<file path="src/rtl/uart_rx_pkg.sv">
package uart_rx_pkg;
  typedef enum logic [2:0] {
    ST_IDLE, ST_START, ST_DATA, ST_PAR, ST_STOP
  } rx_state_e;

  localparam int NFLAG   = 3;
  localparam int FLG_FER = 0;
  localparam int FLG_PER = 1;
  localparam int FLG_OVR = 2;
endpackage

</file>
<file path="src/rtl/uart_rx_sync.sv">
module uart_rx_sync #(
  parameter int STAGES = 2
) (
  input  logic clk_i,
  input  logic rst_ni,
  input  logic d_i,
  output logic q_o
);
  logic [STAGES-1:0] sync_q;

  // reset to idle-high so no false start after reset
  always_ff @(posedge clk_i or negedge rst_ni) begin
    if (!rst_ni) sync_q <= '1;
    else         sync_q <= {sync_q[STAGES-2:0], d_i};
  end

  assign q_o = sync_q[STAGES-1];
endmodule

</file>
<file path="src/rtl/uart_rx_frame.sv">
module uart_rx_frame
  import uart_rx_pkg::*;
#(
  parameter int DATA_W = 8,
  parameter int OVS    = 16
) (
  input  logic              clk_i,
  input  logic              rst_ni,
  input  logic              en_i,
  input  logic              tick_i,
  input  logic              rx_i,
  input  logic              par_en_i,
  input  logic              par_odd_i,
  output logic              done_o,
  output logic [DATA_W-1:0] data_o,
  output logic              per_err_o,
  output logic              fer_err_o
);
  localparam int CNT_W = $clog2(OVS);
  localparam int IDX_W = $clog2(DATA_W);
  localparam logic [CNT_W-1:0] HALF_M1 = CNT_W'(OVS / 2 - 1);
  localparam logic [CNT_W-1:0] FULL_M1 = CNT_W'(OVS - 1);
  localparam logic [IDX_W-1:0] LAST    = IDX_W'(DATA_W - 1);

  rx_state_e         state_q;
  logic [CNT_W-1:0]  cnt_q;
  logic [IDX_W-1:0]  idx_q;
  logic [DATA_W-1:0] shift_q;
  logic              par_q, par_en_q, par_odd_q;
  logic              bit_mid;

  assign bit_mid = tick_i && (cnt_q == FULL_M1);

  always_ff @(posedge clk_i or negedge rst_ni) begin
    if (!rst_ni) begin
      state_q   <= ST_IDLE;
      cnt_q     <= '0;
      idx_q     <= '0;
      shift_q   <= '0;
      par_q     <= 1'b0;
      par_en_q  <= 1'b0;
      par_odd_q <= 1'b0;
    end else if (!en_i) begin
      state_q <= ST_IDLE;
      cnt_q   <= '0;
    end else if (tick_i) begin
      cnt_q <= cnt_q + 1'b1;
      unique case (state_q)
        ST_IDLE: begin
          cnt_q <= '0;
          // low level on a tick: start edge, or a break still in progress
          if (!rx_i) begin
            state_q   <= ST_START;
            par_en_q  <= par_en_i;
            par_odd_q <= par_odd_i;
          end
        end
        ST_START: if (cnt_q == HALF_M1) begin
          cnt_q   <= '0;
          idx_q   <= '0;
          state_q <= rx_i ? ST_IDLE : ST_DATA;
        end
        ST_DATA: if (bit_mid) begin
          shift_q <= {rx_i, shift_q[DATA_W-1:1]};
          idx_q   <= idx_q + 1'b1;
          if (idx_q == LAST) state_q <= par_en_q ? ST_PAR : ST_STOP;
        end
        ST_PAR: if (bit_mid) begin
          par_q   <= rx_i;
          state_q <= ST_STOP;
        end
        ST_STOP: if (bit_mid) state_q <= ST_IDLE;
        default: state_q <= ST_IDLE;
      endcase
    end
  end

  assign done_o    = en_i && bit_mid && (state_q == ST_STOP);
  assign data_o    = shift_q;
  assign fer_err_o = !rx_i;
  assign per_err_o = par_en_q && (par_q != ((^shift_q) ^ par_odd_q));
endmodule

</file>
<file path="src/rtl/uart_rx_flags.sv">
module uart_rx_flags
  import uart_rx_pkg::*;
#(
  parameter int DATA_W = 8
) (
  input  logic              clk_i,
  input  logic              rst_ni,
  input  logic              done_i,
  input  logic [DATA_W-1:0] data_i,
  input  logic              per_err_i,
  input  logic              fer_err_i,
  input  logic              rd_i,
  input  logic [NFLAG-1:0]  clr_i,
  output logic [DATA_W-1:0] data_o,
  output logic              full_o,
  output logic [NFLAG-1:0]  flag_o
);
  logic              full_q;
  logic [DATA_W-1:0] data_q;
  logic              load;
  logic [NFLAG-1:0]  set_v;

  assign load = done_i && (!full_q || rd_i);

  always_ff @(posedge clk_i or negedge rst_ni) begin
    if (!rst_ni) begin
      full_q <= 1'b0;
      data_q <= '0;
    end else if (load) begin
      full_q <= 1'b1;
      data_q <= data_i;
    end else if (rd_i) begin
      full_q <= 1'b0;
    end
  end

  always_comb begin
    set_v          = '0;
    set_v[FLG_OVR] = done_i && full_q && !rd_i;
    set_v[FLG_PER] = done_i && per_err_i;
    set_v[FLG_FER] = done_i && fer_err_i;
  end

  // set wins over a clear in the same cycle
  for (genvar g = 0; g < NFLAG; g++) begin : g_flag
    logic f_q;
    always_ff @(posedge clk_i or negedge rst_ni) begin
      if (!rst_ni)       f_q <= 1'b0;
      else if (set_v[g]) f_q <= 1'b1;
      else if (clr_i[g]) f_q <= 1'b0;
    end
    assign flag_o[g] = f_q;
  end

  assign data_o = data_q;
  assign full_o = full_q;
endmodule

</file>
<file path="src/rtl/uart_rx_sticky.sv">
module uart_rx_sticky
  import uart_rx_pkg::*;
#(
  parameter int DATA_W = 8,
  parameter int OVS    = 16,
  parameter int SYNC_N = 2
) (
  input  logic              clk_i,
  input  logic              rst_ni,
  input  logic              rx_i,
  input  logic              rx_en_i,
  input  logic              tick_i,
  input  logic              par_en_i,
  input  logic              par_odd_i,
  output logic [DATA_W-1:0] data_o,
  output logic              full_o,
  input  logic              rd_i,
  output logic              ovr_o,
  output logic              per_o,
  output logic              fer_o,
  input  logic              ovr_clr_i,
  input  logic              per_clr_i,
  input  logic              fer_clr_i
);
  logic              rx_s;
  logic              frame_done;
  logic [DATA_W-1:0] frame_data;
  logic              frame_per, frame_fer;
  logic [NFLAG-1:0]  clr_v, flag_v;

  uart_rx_sync #(.STAGES(SYNC_N)) u_sync (
    .clk_i, .rst_ni, .d_i(rx_i), .q_o(rx_s)
  );

  uart_rx_frame #(.DATA_W(DATA_W), .OVS(OVS)) u_frame (
    .clk_i, .rst_ni,
    .en_i(rx_en_i), .tick_i, .rx_i(rx_s),
    .par_en_i, .par_odd_i,
    .done_o(frame_done), .data_o(frame_data),
    .per_err_o(frame_per), .fer_err_o(frame_fer)
  );

  always_comb begin
    clr_v          = '0;
    clr_v[FLG_OVR] = ovr_clr_i;
    clr_v[FLG_PER] = per_clr_i;
    clr_v[FLG_FER] = fer_clr_i;
  end

  uart_rx_flags #(.DATA_W(DATA_W)) u_flags (
    .clk_i, .rst_ni,
    .done_i(frame_done), .data_i(frame_data),
    .per_err_i(frame_per), .fer_err_i(frame_fer),
    .rd_i, .clr_i(clr_v),
    .data_o, .full_o, .flag_o(flag_v)
  );

  assign ovr_o = flag_v[FLG_OVR];
  assign per_o = flag_v[FLG_PER];
  assign fer_o = flag_v[FLG_FER];
endmodule

</file>
<file path="config.mk">
export PLATFORM = sky130hd
export DESIGN_NAME = uart_rx_sticky
export DESIGN_NICKNAME = d
export VERILOG_FILES = /design/src/rtl/uart_rx_pkg.sv /design/src/rtl/uart_rx_sync.sv /design/src/rtl/uart_rx_frame.sv /design/src/rtl/uart_rx_flags.sv /design/src/rtl/uart_rx_sticky.sv
export SDC_FILE = /design/constraint.sdc
export NUM_CORES = 1
export LEC_CHECK = 0
export CAP_MARGIN = 20
export CORE_ASPECT_RATIO = 0.75
export CORE_MARGIN = 4
export CORE_UTILIZATION = 45
export CTS_BUF_LIST = sky130_fd_sc_hd__clkbuf_16
export DETAILED_ROUTE_END_ITERATION = 6
export DONT_BUFFER_PORTS = 1
export GPL_TIMING_DRIVEN = 0
export SLEW_MARGIN = 10
export SYNTH_ARGS = -nofsm -noshare
export SYNTH_HDL_FRONTEND = slang
export SYNTH_HIERARCHICAL = 1
export SYNTH_SLANG_ARGS = --single-unit
</file>
<file path="constraint.sdc">
create_clock -name clk_i -period 2.2 [get_ports clk_i]
set_input_delay 0 -clock clk_i [delete_from_list [all_inputs] [get_ports clk_i]]
set_output_delay 0 -clock clk_i [all_outputs]
set_load 0.05 [all_outputs]
</file>
Word level (Yosys, flattened, before mapping)
Cells that the tools add are included.
Word-level totals
  word-level logic and storage cells: 85
  bits of input ports: 11
  output and inout bits: 12
  register bits: 35
Operators by class
  reductions and logical operators: 25
  add/subtract/negate cells: 2
  equality and inequality tests: 17
  mux-type cells: 26
  bitwise gates (word level): 2
Operator list (number)
  3-bit 2-to-1 mux: 11
  3-bit by 2-bit inequality test with 1-bit output, second input constant: 5
  3-bit case mux with 5 select lines: 1
  4-bit 2-to-1 mux: 3
  4-bit AND reduction: 3
  2-bit nonzero test: 5
  1-bit logical AND: 9
  1-bit 2-to-1 mux: 8
  4-bit case mux with 2 select lines: 1
  8-bit XOR reduction: 1
  7-bit AND reduction: 1
  3-bit by 2-bit equality test with 1-bit output, second input constant: 2
  3-bit equality test, second input constant: 2
  2-bit by 1-bit inequality test with 1-bit output, second input constant: 3
  3-bit case mux with 2 select lines: 1
  5-bit AND reduction: 1
  4-bit by 1-bit adder with 4-bit output, second input constant: 1
  4-bit by 3-bit equality test with 1-bit output, second input constant: 1
  4-bit equality test, second input constant: 1
  3-bit by 1-bit adder with 3-bit output, second input constant: 1
  3-bit by 1-bit equality test with 1-bit output, second input constant: 1
  1-bit zero test: 3
  3-bit zero test: 1
  3-bit inequality test, second input constant: 1
  other kinds (5): 5

Logic depth before layout (Yosys ltp)
  depth in word-level cells: 7
  mapped depth: 6
  mapped depth without buffers: 6

Modules after synthesis
Netlist, hierarchy kept.
By module, submodules not included
  uart_rx_frame: times used 1, cells each 104, area an instance 1203.7 µm², sequential area each 525.5 µm²
  uart_rx_flags: times used 1, cells each 35, area an instance 480.5 µm², sequential area each 300.3 µm²
  uart_rx_sync: times used 1, cells each 2, area an instance 52.6 µm², sequential area each 52.6 µm²

Worst setup path before layout
No wires, ideal clock.
  path type: reg2reg
  from: register u_frame.cnt_q[0]
  to: register u_frame.state_q[1]
  stages on the path, launching flop included: 6
  clock period less this slack: 1.774 ns
  data arrival time: 1.697 ns
  required time: 2.123 ns
  path buffers: 0
  library setup time: 0.077 ns
  setup slack: 0.426 ns
  cells stage by stage: dfrtp_1 -> ha_1 -> nand3b_4 -> a311o_1 -> or4_1 -> a21oi_1
On the way
  word-level cells in the longest chain between the ends: 4
  elaborated cells on any way between the ends: 8
  those cells by class: eq/ne (6); reduce/logical (2)
RTL lines
  start, declared: RTL line uart_rx_frame.sv:26  | logic [CNT_W-1:0] cnt_q;
  start signal, assigned: RTL line uart_rx_frame.sv:47  | cnt_q <= cnt_q + 1'b1;
  4-bit equality test: RTL line uart_rx_frame.sv:32  | assign bit_mid = tick_i && (cnt_q == FULL_M1);
  1-bit logical AND: RTL line uart_rx_frame.sv:32
  3-bit by 2-bit inequality test with 1-bit output (no source line)
  7-bit AND reduction (no source line) *
  end signal, assigned: RTL line uart_rx_frame.sv:61  | state_q <= rx_i ? ST_IDLE : ST_DATA;
  end signal, assigned: RTL line uart_rx_frame.sv:66  | if (idx_q == LAST) state_q <= par_en_q ? ST_PAR : ST_STOP;
  end, declared: RTL line uart_rx_frame.sv:25  | rx_state_e state_q;
Every way passes the cells marked *; elsewhere a longest branch is shown, timed or not.
A chain may end at the register's enable or synchronous reset.

Final worst setup path
  from: register u_frame.cnt_q[0]
  to: register u_flags.g_flag[2].f_q
On the way
  word-level cells in the longest chain between the ends: 7
  elaborated cells on any way between the ends: 8
  those cells by class: eq/ne (1); mux (1); reduce/logical (6)
RTL lines
  4-bit equality test *: RTL line uart_rx_frame.sv:32
  1-bit logical AND *: RTL line uart_rx_frame.sv:32
  1-bit logical AND * (2 in a row): RTL line uart_rx_frame.sv:78  | assign done_o = en_i && bit_mid && (state_q == ST_STOP);
  via frame_done: RTL line uart_rx_sticky.sv:26  | logic frame_done;
  1-bit logical AND * (2 in a row): RTL line uart_rx_flags.sv:39  | set_v[FLG_OVR] = done_i && full_q && !rd_i;
  1-bit 2-to-1 mux / 2-bit nonzero test (equally long branches)
  end signal, assigned: RTL line uart_rx_flags.sv:48  | if (!rst_ni) f_q <= 1'b0;
  end signal, assigned: RTL line uart_rx_flags.sv:49  | else if (set_v[g]) f_q <= 1'b1;
  end signal, assigned: RTL line uart_rx_flags.sv:50  | else if (clr_i[g]) f_q <= 1'b0;
  end, declared: RTL line uart_rx_flags.sv:46  | logic f_q;
The timed path passes the listed nets; every way through them passes the cells marked *.

==> results.toml <==
[status]
status = "completed"

[final_layout]
area_growth_pct = 21.25
n_fill_cell = 298
drive_gt1_share_pct = 27.16
nets = 175
fin_cells = 214
diodes = 0

[floorplanning]
die_area_mm2 = 0.004928
fp.dieH_um = 61.80
die-width_um = 79.74
rows = 19
core_area_mm2 = 0.003685
num_io_pins = 23
initial_core_util_pct = 47.13

[placed_design]
dp_hpwl_um = 2225
portBuffers = 0
pre_cts_slack_ps = 260.0
routabilityCongestion = 0.8149
dp_cells = 193

[detailed_routing]
drt_first_pass_iters = 4
vias = 1113
drtIter0Drc = 64
ant_nets = 0
routed_wl_um = 3314
route.detailed.drc = 0
vias_per_cell = 5.201
drt-wirelength-per-cell_um = 15.49

[sta]
tns_ps = 0
setup_slack_ps = 154.3
tightest_slew_ps = 788.2
finClkSkew_ps = 4.836
post-route-period-util_pct = 92.98
maxSlewViolCount = 0
fin_crit_ps = 2046
max_freq_mhz = 488.8
setup_viol = 0
hold_viol_final = 0
relSlewSlack_pct = 46.71
rsz0062_at_grt = "false"

[worst_hold_path]
hp-class = "input port to flop"
whs_path_depth = 2
hp-start = "tick_i"

[cts]
postCtsSetupRepairBufs = 0
ctsResizeCount = 0
cts_tree = "yes"
clock_latency_ps = 270
h-tree-depth = 2
cts_sinks = 35
clk_path_buf_depth = 2
clk_pin_slew_ps = 50
clock_tree.root_cell = "clkbuf_16"
cts_buffers = 5

[critical_path]
r2r-start = "u_frame/cnt_q[0]"
slowest_stage = "dlygate4sd3_1"
start_kind = "flop"
critical_path_class = "flop to flop"
worstPathMaxFanout = 5
arrival_ps = 2250
reg2regPathDepth = 6
cp-end-kind = "flop"
crit_start = "u_frame/cnt_q[0]"
path_cells = "ha_1 -> and4_1 -> and3_2 -> inv_1 -> o22ai_1 -> dlygate4sd3_1"
required_ps = 2410
critPathMaxStageDelay_ps = 570

[power_and_ir_drop]
p_per_area_mw_per_mm2 = 744.2
p_clk_share_pct = 49.6
power_frac_comb_pct = 7.3
finalPower_mw = 1.567
switching_share_pct = 20.46
p_switching_mw = 0.3206
ir_drop_mv = 0.3932
p_int_mw = 1.246
p_leak_nw = 1.030
pwr-share-seq_pct = 43.1

[synthesis]
syn-cell-area_mm2 = 0.001737
synth-seq-area-share_pct = 50.58
postSynthAreaPerCell_um2 = 12.32
synth_seq_cells = 35
synthArstFlopShare_pct = 100.0
syn-num-nets = 155
ys_warn_count = 6
ys.flop_type = "dfrtp_1"
synth_edf_count = 0
syn-instance-count = 141
synth_cell_type_count = 41

[global_route]
antenna_found_initial = 0
grt_max_degree = 36
gr-total-overflow = 0
grt_usage_pct = 14.67
grt_pass1_vias = 1120
grt_pass1_wl_um = 5333

[job]
cap_violations = 0
==> power by group through the flow <==
stage          combinational, mW  sequential, mW  clock (mW)
2_1_floorplan             0.0676           0.682           0
3_3_place_gp              0.0789           0.685           0
3_5_place_dp              0.0806           0.686           0
4_1_cts                    0.114           0.675       0.798
5_1_grt                    0.124           0.677       0.834
6_report                   0.114           0.675       0.778
==> through the flow <==
step	cell area [um^2]	utilization, %	hold slack (ps)
2_1_floorplan	1737	-	-295.6
3_3_place_gp	1802	48.90	-294.8
3_5_place_dp	1802	48.90	-294.9
4_1_cts	2106	57.15	29.68
5_1_grt	2106	57.15	34.01
6_report	2106	57.15	32.93
==> cells in the mapped netlist, drive strengths merged, types with 2 or more instances <==
library cell	instances	area share, %
a22o	3	1.5
o22ai	2	0.72
nand3b	2	1.6
nand4	2	0.72
nand3	3	0.86
nand2b	2	1.2
nor2	4	0.86
xnor2	6	3.0
o21ai	7	2.0
dfstp	2	3.0
o22a	2	1.2
or4	2	0.86
buf	7	3.2
inv	8	1.7
ha	3	2.2
nor4b	3	2.4
dfrtp	33	48
mux2	20	13
nand2	10	2.6
a21oi	6	1.7
==> critical path: cells and delay by family, from the launching register on <==
kind / cells / cell delay (ps)
AOI/OAI and AO/OA: 1 / 100
adders and majority gates: 1 / 300
buffers and inverters: 2 / 630
DFF: 1 / 380
and+or+nand+nor: 2 / 580
==> cell type report <==
class                      instances  area (um^2)  area share, %
inverter                           8        30.03          1.426
tap                               52        65.06          3.090
sequential                        35        878.3          41.71
clock buffer                       5        125.1          5.942
timing repair buffer              13        140.1          6.655
multi-input combinational         90        759.5          36.07
buffer                             8        68.82          3.268
clock inverter                     3        38.79          1.842
==> cells by family (layout without fill, tap and decap cells) <==
group,after synthesis,after routing,synth area share [%]
multiplexers,21,21,13.54
adder cells (fa/ha/maj),3,3,2.162
AND/OR/NAND/NOR,34,34,13.98
buffers and inverters,16,37,5.691
flip-flops,35,35,50.58
AO/OA/AOI/OAI,24,24,9.222
XOR/XNOR,8,8,4.827
==> worst paths after layout <==
kind	endpoint	slack (ps)
worst max-delay path	u_flags/g_flag[2].f_q	150
max in group asynchronous	u_sync/sync_q[0]	1780
worst min register to register	u_sync/sync_q[1]	350
min in group asynchronous	u_flags/data_o[5]	180
worst max register to register	u_flags/g_flag[2].f_q	150
worst min-delay path	u_frame/cnt_q[1]	30
==> timing repair <==
action / CTS / global route
setup endpoints to repair: 0 / 0
hold endpoints to repair: 46 / 0
hold buffers: 13 / 0
==> layout by cell type (no fill, tap or decap), types with 2 or more instances in the layout <==
| cell | count |
|---|---|
| dfrtp_1 | 33 |
| mux2_2 | 17 |
| dlygate4sd3_1 | 12 |
| nand2_1 | 9 |
| inv_1 | 8 |
| o21ai_0 | 7 |
| xnor2_1 | 6 |
| a21oi_1 | 6 |
| clkbuf_16 | 5 |
| nor2_1 | 4 |
| buf_4 | 3 |
| nand3_1 | 3 |
| a22o_1 | 3 |
| mux2_1 | 3 |
| ha_1 | 3 |
| o22ai_1 | 2 |
| buf_6 | 2 |
| buf_2 | 2 |
| nand4_1 | 2 |
| nor4b_1 | 2 |
| o22a_2 | 2 |
| or4_1 | 2 |
| dfstp_2 | 2 |
==> per-layer routing <==
| metal | GRT usage, % | part of all wire [%] | routed length (um) |
|---|---|---|---|
| met5 | 0 | 0 | 0 |
| met4 | 5.783 | 1.3 | 42 |
| met3 | 4.611 | 4.5 | 149 |
| met2 | 23.78 | 46 | 1537 |
| met1 | 18.74 | 48 | 1584 |
==> flip-flops by register name, summed over array words and instances, names as in the netlist, 2 cells and up <==
signal              cells
u_sync/sync_q           2
u_frame/data_o          8
u_frame/state_q         3
u_frame/cnt_q           4
u_flags/g_flag.f_q      3
u_frame/idx_q           3
u_flags/data_o          8
Note: power is estimated with default switching activity, not from simulation.
